File: src/rtl/pktf_pkg.sv
package pktf_pkg;

    typedef enum logic {
        REL_IDLE = 1'b0,
        REL_SEND = 1'b1
    } rel_state_e;

    localparam int FLAG_PFULL  = 0;
    localparam int FLAG_PEMPTY = 1;
    localparam int FLAG_COUNT  = 2;

endpackage

File: src/rtl/pktf_store.sv
module pktf_store #(
    parameter int DATA_W = 8,
    parameter int DEPTH  = 512,
    localparam int AW    = $clog2(DEPTH),
    localparam int CW    = AW + 1
) (
    input  logic              clk,
    input  logic              rst_n,
    input  logic              wr_en,
    input  logic [DATA_W-1:0] wr_data,
    input  logic              wr_last,
    input  logic              rd_en,
    output logic [DATA_W-1:0] rd_data,
    output logic              rd_last,
    output logic [CW-1:0]     occupancy,
    output logic              full,
    output logic              empty
);

    logic [DATA_W:0] mem [DEPTH];
    logic [AW-1:0]   wr_ptr;
    logic [AW-1:0]   rd_ptr;
    logic [CW-1:0]   occ_q;

    always_ff @(posedge clk) begin
        if (wr_en) begin
            mem[wr_ptr] <= {wr_last, wr_data};
        end
    end

    always_ff @(posedge clk) begin
        if (!rst_n) begin
            wr_ptr <= '0;
            rd_ptr <= '0;
            occ_q  <= '0;
        end else begin
            if (wr_en) begin
                wr_ptr <= wr_ptr + 1'b1;
            end
            if (rd_en) begin
                rd_ptr <= rd_ptr + 1'b1;
            end
            unique case ({wr_en, rd_en})
                2'b10:   occ_q <= occ_q + 1'b1;
                2'b01:   occ_q <= occ_q - 1'b1;
                default: occ_q <= occ_q;
            endcase
        end
    end

    always_comb begin
        rd_data   = mem[rd_ptr][DATA_W-1:0];
        rd_last   = mem[rd_ptr][DATA_W];
        occupancy = occ_q;
        full      = (occ_q == CW'(DEPTH));
        empty     = (occ_q == '0);
    end

    // occupancy never exceeds the depth
    a_r1_occ_bounded: assert property (@(posedge clk) disable iff (!rst_n)
        occupancy <= CW'(DEPTH));

    // simultaneous write and read keep occupancy steady
    a_r7_balanced: assert property (@(posedge clk) disable iff (!rst_n)
        (wr_en && rd_en) |=> (occupancy == $past(occupancy)));

endmodule

File: src/rtl/pktf_release.sv
module pktf_release
    import pktf_pkg::*;
#(
    parameter int CUT_THROUGH = 0,
    parameter int START_LEVEL = 16,
    parameter int CW          = 10
) (
    input  logic          clk,
    input  logic          rst_n,
    input  logic [CW-1:0] occupancy,
    input  logic          empty,
    input  logic          wr_last_fire,
    input  logic          rd_fire,
    input  logic          rd_last,
    output logic          out_valid
);

    rel_state_e    state_q;
    rel_state_e    state_d;
    logic [CW-1:0] pkt_cnt;
    logic          rd_last_fire;
    logic          gate;

    assign rd_last_fire = rd_fire && rd_last;

    // complete packets held
    always_ff @(posedge clk) begin
        if (!rst_n) begin
            pkt_cnt <= '0;
        end else begin
            unique case ({wr_last_fire, rd_last_fire})
                2'b10:   pkt_cnt <= pkt_cnt + 1'b1;
                2'b01:   pkt_cnt <= pkt_cnt - 1'b1;
                default: pkt_cnt <= pkt_cnt;
            endcase
        end
    end

    generate
        if (CUT_THROUGH != 0) begin : g_cut
            assign gate = (pkt_cnt != '0) || (occupancy >= CW'(START_LEVEL));
        end else begin : g_saf
            assign gate = (pkt_cnt != '0);
        end
    endgenerate

    // state register
    always_ff @(posedge clk) begin
        if (!rst_n) begin
            state_q <= REL_IDLE;
        end else begin
            state_q <= state_d;
        end
    end

    // transitions
    always_comb begin
        state_d = state_q;
        unique case (state_q)
            REL_IDLE: if (rd_fire && !rd_last) state_d = REL_SEND;   // T_START
            REL_SEND: if (rd_last_fire)        state_d = REL_IDLE;   // T_FINISH
            default:  state_d = REL_IDLE;
        endcase
    end

    // outputs
    always_comb begin
        out_valid = 1'b0;
        unique case (state_q)
            REL_IDLE: out_valid = gate && !empty;
            REL_SEND: out_valid = !empty;
            default:  out_valid = 1'b0;
        endcase
    end

    // store-and-forward offers data only while a complete packet is held
    a_r3_saf_complete: assert property (@(posedge clk) disable iff (!rst_n)
        (CUT_THROUGH == 0 && out_valid) |-> (pkt_cnt != '0));

    // store-and-forward never runs dry inside a packet
    a_r4_saf_no_gap: assert property (@(posedge clk) disable iff (!rst_n)
        (CUT_THROUGH == 0 && state_q == REL_SEND) |-> !empty);

endmodule

File: src/rtl/pktf_flags.sv
module pktf_flags
    import pktf_pkg::*;
#(
    parameter int CW       = 10,
    parameter int PF_LEVEL = 507,
    parameter int PE_LEVEL = 5
) (
    input  logic                  clk,
    input  logic                  rst_n,
    input  logic [CW-1:0]         occupancy,
    input  logic                  clr,
    input  logic [FLAG_COUNT-1:0] clr_mask,
    output logic [FLAG_COUNT-1:0] flags
);

    logic [FLAG_COUNT-1:0] cond;
    logic [FLAG_COUNT-1:0] flag_q;

    assign cond[FLAG_PFULL]  = (occupancy >= CW'(PF_LEVEL));
    assign cond[FLAG_PEMPTY] = (occupancy <= CW'(PE_LEVEL));

    generate
        for (genvar b = 0; b < FLAG_COUNT; b++) begin : g_bit
            always_ff @(posedge clk) begin
                if (!rst_n) begin
                    flag_q[b] <= 1'b0;
                end else if (clr && clr_mask[b]) begin
                    flag_q[b] <= 1'b0;
                end else begin
                    flag_q[b] <= flag_q[b] | cond[b];
                end
            end
        end
    endgenerate

    assign flags = flag_q;

    // full flag holds until cleared
    a_r8_pf_sticky: assert property (@(posedge clk) disable iff (!rst_n)
        (flags[FLAG_PFULL] && !(clr && clr_mask[FLAG_PFULL])) |=> flags[FLAG_PFULL]);

    // low occupancy raises the empty flag
    a_r9_pe_set: assert property (@(posedge clk) disable iff (!rst_n)
        ((occupancy <= CW'(PE_LEVEL)) && !(clr && clr_mask[FLAG_PEMPTY])) |=> flags[FLAG_PEMPTY]);

    // a masked clear wins at its edge
    a_r10_clear: assert property (@(posedge clk) disable iff (!rst_n)
        (clr && clr_mask[FLAG_PEMPTY]) |=> !flags[FLAG_PEMPTY]);

endmodule

File: src/rtl/pkt_fifo.sv
module pkt_fifo
    import pktf_pkg::*;
#(
    parameter int DATA_W      = 8,
    parameter int DEPTH       = 512,
    parameter int CUT_THROUGH = 0,
    parameter int START_LEVEL = 16,
    parameter int PF_LEVEL    = 507,
    parameter int PE_LEVEL    = 5
) (
    input  logic                  clk,
    input  logic                  rst_n,
    input  logic                  in_valid,
    output logic                  in_ready,
    input  logic [DATA_W-1:0]     in_data,
    input  logic                  in_last,
    output logic                  out_valid,
    input  logic                  out_ready,
    output logic [DATA_W-1:0]     out_data,
    output logic                  out_last,
    input  logic                  stat_clr,
    input  logic [FLAG_COUNT-1:0] stat_clr_mask,
    output logic [FLAG_COUNT-1:0] stat_flags
);

    localparam int CW = $clog2(DEPTH) + 1;

    logic          full;
    logic          empty;
    logic [CW-1:0] occupancy;
    logic          wr_fire;
    logic          rd_fire;

    assign in_ready = !full;
    assign wr_fire  = in_valid && !full;
    assign rd_fire  = out_valid && out_ready;

    pktf_store #(
        .DATA_W (DATA_W),
        .DEPTH  (DEPTH)
    ) u_store (
        .clk       (clk),
        .rst_n     (rst_n),
        .wr_en     (wr_fire),
        .wr_data   (in_data),
        .wr_last   (in_last),
        .rd_en     (rd_fire),
        .rd_data   (out_data),
        .rd_last   (out_last),
        .occupancy (occupancy),
        .full      (full),
        .empty     (empty)
    );

    pktf_release #(
        .CUT_THROUGH (CUT_THROUGH),
        .START_LEVEL (START_LEVEL),
        .CW          (CW)
    ) u_release (
        .clk          (clk),
        .rst_n        (rst_n),
        .occupancy    (occupancy),
        .empty        (empty),
        .wr_last_fire (wr_fire && in_last),
        .rd_fire      (rd_fire),
        .rd_last      (out_last),
        .out_valid    (out_valid)
    );

    pktf_flags #(
        .CW       (CW),
        .PF_LEVEL (PF_LEVEL),
        .PE_LEVEL (PE_LEVEL)
    ) u_flags (
        .clk       (clk),
        .rst_n     (rst_n),
        .occupancy (occupancy),
        .clr       (stat_clr),
        .clr_mask  (stat_clr_mask),
        .flags     (stat_flags)
    );

    // nothing offered while in reset
    a_r11_reset_quiet: assert property (@(posedge clk)
        !rst_n |=> !out_valid);

endmodule

File: config.mk
export PLATFORM = sky130hd
export DESIGN_NAME = pkt_fifo
export DESIGN_NICKNAME = d
export VERILOG_FILES = /design/src/rtl/pktf_pkg.sv /design/src/rtl/pktf_store.sv /design/src/rtl/pktf_release.sv /design/src/rtl/pktf_flags.sv /design/src/rtl/pkt_fifo.sv
export SDC_FILE = /design/constraint.sdc
export NUM_CORES = 2
export LEC_CHECK = 0
export BUFFER_PORTS_ARGS = -buffer_cell sky130_fd_sc_hd__buf_4
export CAP_MARGIN = 20
export CORE_UTILIZATION = 40
export DETAILED_ROUTE_END_ITERATION = 16
export GPL_ROUTABILITY_DRIVEN = 0
export HOLD_SLACK_MARGIN = 0.06
export PLACE_DENSITY_LB_ADDON = 0.2
export SLEW_MARGIN = 25
export SYNTH_ARGS = -nofsm -noshare
export SYNTH_HDL_FRONTEND = slang
export SYNTH_MEMORY_MAX_BITS = 65536
export SYNTH_SLANG_ARGS = --single-unit
File: constraint.sdc
create_clock -name clk -period 15.5 [get_ports clk]
set_input_delay 1.55 -clock clk [delete_from_list [all_inputs] [get_ports clk]]
set_output_delay 1.55 -clock clk [all_outputs]
set_load 0.05 [all_outputs]
# After elaboration in Yosys (flattened, before gate mapping)
# Memories as Yosys holds them, arrays and structs flattened. A register that Yosys moved wholly into a read port is not among the register bits.
# Index checks and enable logic that the tools add are counted.
# totals
regBits	41
mem_bits_rw	4608
output_inout_bits	13
mem_count	1
inputBits	16
elab_cells	52
# classes
add_sub_neg	6
mux	10
order_cmp	2
eq_ne	5
n_reduce_logical	17
bitwise	4
# mem_list
memory	words	word_bits	rd	rd_clocked_by_memory_dff	wr	line_no	text
u_store.mem	512	9	1	1	1	pktf_store.sv:20	logic [DATA_W:0] mem [DEPTH];
# ops
cell	n
$pmux 10 s2	2
$add 10x1->10 const B	2
$sub 10x1->10 const B	2
$add 9x1->9 const B	2
$mux 9	2
$eq 10x10->1 const B	1
$ge 10x9->1 const B	1
$le 10x3->1 const B	1
$logic_not 10->1	1
$reduce_bool 10->1	1
$logic_and 1x1->1	8
$eq 2x1->1 const B	2
$eq 2x2->1 const B	2
$mux 1	4
$pmux 1 s2	2
$reduce_bool 2->1	2
$reduce_or 2->1	2
$logic_not 1->1	3
$not 1->1	2
$or 1x1->1	2

# Logic depth before layout (Yosys ltp)
# logic_depth
word_depth	8
ltp_mapped	26

# By module
# Synthesis repeated with hierarchy kept, for this count alone.
# hier_totals
cells_unflattened	8443
area_unflattened_um2	180804.7
# by_module_without_submodules
mod	area_per_inst_um2	cells_per_inst	instances
pktf_store	179547.2	8282	1
pktf_release	1116.1	142	1
pktf_flags	116.4	15	1
pkt_fifo	25.0	4	1

# Worst setup path after synthesis
# OpenSTA, ideal clock, no wires.
# synth_timing
path_kind	reg-to-reg
start	reg (tool-made name)
end	reg u_release.pkt_cnt[8]
arrival_ns	5.220
path_buffers	5
setup_time_ns	0.115
stages_incl_launch_ff	24
synth_period_minus_slack_ns	5.335
t_required_ns	15.385
slack_ns	10.165
cell_sequence	dfxtp_1 -> buf_6 -> buf_4 -> buf_2 -> mux4_2 -> a22oi_1 -> a21oi_1 -> or3_1 -> o221ai_1 -> nand2_1 -> and2_1 -> ha_1 -> clkbuf_1 -> clkbuf_1 -> xor2_1 -> ha_1 -> a21oi_1 -> o21bai_1 -> a221oi_1 -> o21bai_1 -> nand4_1 -> a41oi_1 -> xor2_1 -> and2_1
# synth_lines
element	line_no	text
to (signal assigned)	pktf_release.sv:32	2'b10: pkt_cnt <= pkt_cnt + 1'b1;
to (signal assigned)	pktf_release.sv:33	2'b01: pkt_cnt <= pkt_cnt - 1'b1;
to (signal assigned)	pktf_release.sv:34	default: pkt_cnt <= pkt_cnt;
to (decl)	pktf_release.sv:20	logic [CW-1:0] pkt_cnt;

==> impl_metrics.toml <==
[outcome]
outcome = "complete, no violations"

[cts]
clk_pin_slew_ns = 0.06
cts_tree = "done"
cts_hold_buf = 0
htree_levels = 5
cts_resized = 0
cts_root_buf = "clkbuf_16"
clock_sinks = 4658
worst_skew_pair.late_latency_ns = 1.03
cts_setup_buffers = 0
cts_buffers = 467
cts_buffer_depth = 4

[worst_setup_path]
crit_path_end_kind = "output pin"
cp-start-kind = "flop"
worstPathMaxFanout = 96
path_class = "reg2out"
critPathRequiredTime_ns = 13.95
crit_arrival_ns = 7.43

[sta]
tightest_slew_ns = 1.15
finalHoldWorstSlack_ns = 0.520
final_max_slew_viol_count = 0
rsz0062_at_grt = "false"
slew_headroom_pct = 21.4
hold_violations = 0
finalSetupViolations = 0
fin_crit_sh_pct = 57.9
fmax_mhz = 111
fin_crit_ns = 8.98
setup_tns_ns = 0
clock_skew_ns = 0.0674

[yosys]
synth.yosys.seq_area_share_pct = 77.5
yosysUniqueCellTypes = 64
synth_most_common_cell = "edfxtp_1"
yosysTopAreaCell = "edfxtp_1"
yosys-top-cells-count = "edfxtp_1, mux4_2, nor2_1"
netlist_area_sq_um = 180000
netlist.area_leader.share_pct = 76.9
ys_ff_latch = 4658
yosys_warnings = 0
ys.flop_type = "edfxtp_1"
synth-edff-count = 4608
ys_top_cells_by_area = "edfxtp_1, mux4_2, nor2_1, dfxtp_1, a22oi_1"
syn_nets = 7797
synthCells = 7763
async_reset_ff_share_pct = 0
synth_area_per_cell_sq_um = 23.2

[power]
power_mw = 28.6
ir_drop_uv = 102
p_per_area_nw_per_um2 = 141
p_int_mw = 21.9
p_clk_share_pct = 38.9
p_sw_mw = 6.68
p_seq_share_pct = 48.7
p_leak_nw = 59.6
swShare_pct = 23.4
combPwrFrac_pct = 12.5

[global_routing]
grt_pass1_wl_mm = 654
grt.overflow.total = 0
antenna_found_initial = 16
grt_pass1_vias = 84700
grt_start_max_net_pins = 205
grt.total_usage_pct = 20.2

[placed_design]
postPlaceCellArea_sq_um = 188000
dp_hpwl_mm = 275
io_buffers = 28

[route]
drc_errors = 0
totalWireLength_mm = 462
avgViaCountPerCell = 5.79
firstDrtPassIters = 6
wire_per_inst_um = 32.2
ant_nets = 0
vias = 83100
drtIter0Drc = 9794

[run]
maxCapViolations = 0

[final_layout]
fin_area_sq_um = 203000
multi_input_area_sq_um = 38700
fin_nets = 8049
drive_above_1_share_pct = 29.4
regArea_sq_um = 139000
fill_cells = 36800
synthToLayoutAreaGrowth_pct = 12.7

[floorplan]
die_height_um = 673
rows = 245
die_area_sq_um = 453000
pin_count = 29
die_x_um = 673
start_util_pct = 40.3
design.core.area_sq_um = 447000

[min_path]
worstHoldPathType = "reg2reg"
## logic make-up after synthesis
family | after synthesis | share of synthesized area [%]
mux | 1429 | 17.8
flops | 4658 | 77.5
xor+xnor | 27 | 0.131
simple gates | 802 | 1.89
compound gates | 343 | 1.33
buf+inv | 486 | 1.31
fa+ha+maj | 18 | 0.129
## critical path, cell delays in order, from the launching register on
cell	delay (ns)
dfxtp_4	0.83
buf_12	0.48
buf_4	0.70
buf_12	0.65
mux4_2	0.58
mux4_2	0.50
a22o_1	0.32
a221oi_1	0.71
o21ai_0	0.49
o32ai_1	0.25
buf_4	0.23
a31oi_1	0.13
buf_4	0.29
## routing by layer
| metal | wire length, um | vias to the layer above | GRT usage [%] |
|---|---|---|---|
| met1 | 197000 | 45700 | 29.0 |
| met5 | 38 | - | 0 |
| met2 | 221000 | 3176 | 32.1 |
| met3 | 33300 | 583 | 3.81 |
| met4 | 11000 | 6 | 4.64 |
| li1 | - | 33600 | - |
## state kept, by name (all words and copies together), names as in the netlist, named ones only
signal             flops
u_store.rd_ptr         9
u_flags.flags          2
u_store.wr_ptr         9
u_store.occupancy     10
u_store.mem         4608
u_release.pkt_cnt     10
## area by class of cell
class	instances	area share (%)
diodes	5	0.00617
clock buffers	588	6.10
clock inverters	277	1.29
inverters	13	0.0241
multi-input cells	2619	19.1
flip-flops and latches	4658	68.7
well taps	5928	3.66
repair buffers	256	1.10
## through the flow
stage | utilization (%) | instances | worst slack (ns)
2_1_floorplan | - | 7763 | 10.17
3_3_place_gp | 42.0 | 13500 | 7.17
3_5_place_dp | 42.0 | 13500 | 7.36
4_1_cts | 45.4 | 14300 | 6.30
5_1_grt | 45.4 | 14300 | 6.18
6_report | 45.4 | 14300 | 6.52
## power groups by stage
stage          sequential, mW  combinational, mW  clock [mW]
2_1_floorplan            14.1               2.63           0
3_3_place_gp             14.2               3.60           0
3_5_place_dp             14.2               3.63           0
4_1_cts                  13.9               3.64        11.3
5_1_grt                  13.9               3.78        11.7
6_report                 13.9               3.56        11.1
## cells in the final DEF (no fill, tap or decap), types with 94 or more instances in the layout
master	count
a22oi_1	125
buf_4	224
clkbuf_1	105
clkbuf_16	474
clkinv_1	110
edfxtp_1	4608
mux4_2	1410
nand2_1	94
nor2_1	430
nor2_2	110
## worst paths after layout
check             cells past startpoint                    to  slack [ns]                  from
setup / recovery                     12           out_data[3]        6.52                  flop
setup reg to reg                     21  u_release.pkt_cnt[8]        7.32                  flop
hold reg to reg                       2  u_release.pkt_cnt[9]        0.52  u_release.pkt_cnt[9]
hold / removal                        2  u_release.pkt_cnt[9]        0.52  u_release.pkt_cnt[9]
No activity file was read; power rests on OpenSTA's default activity.
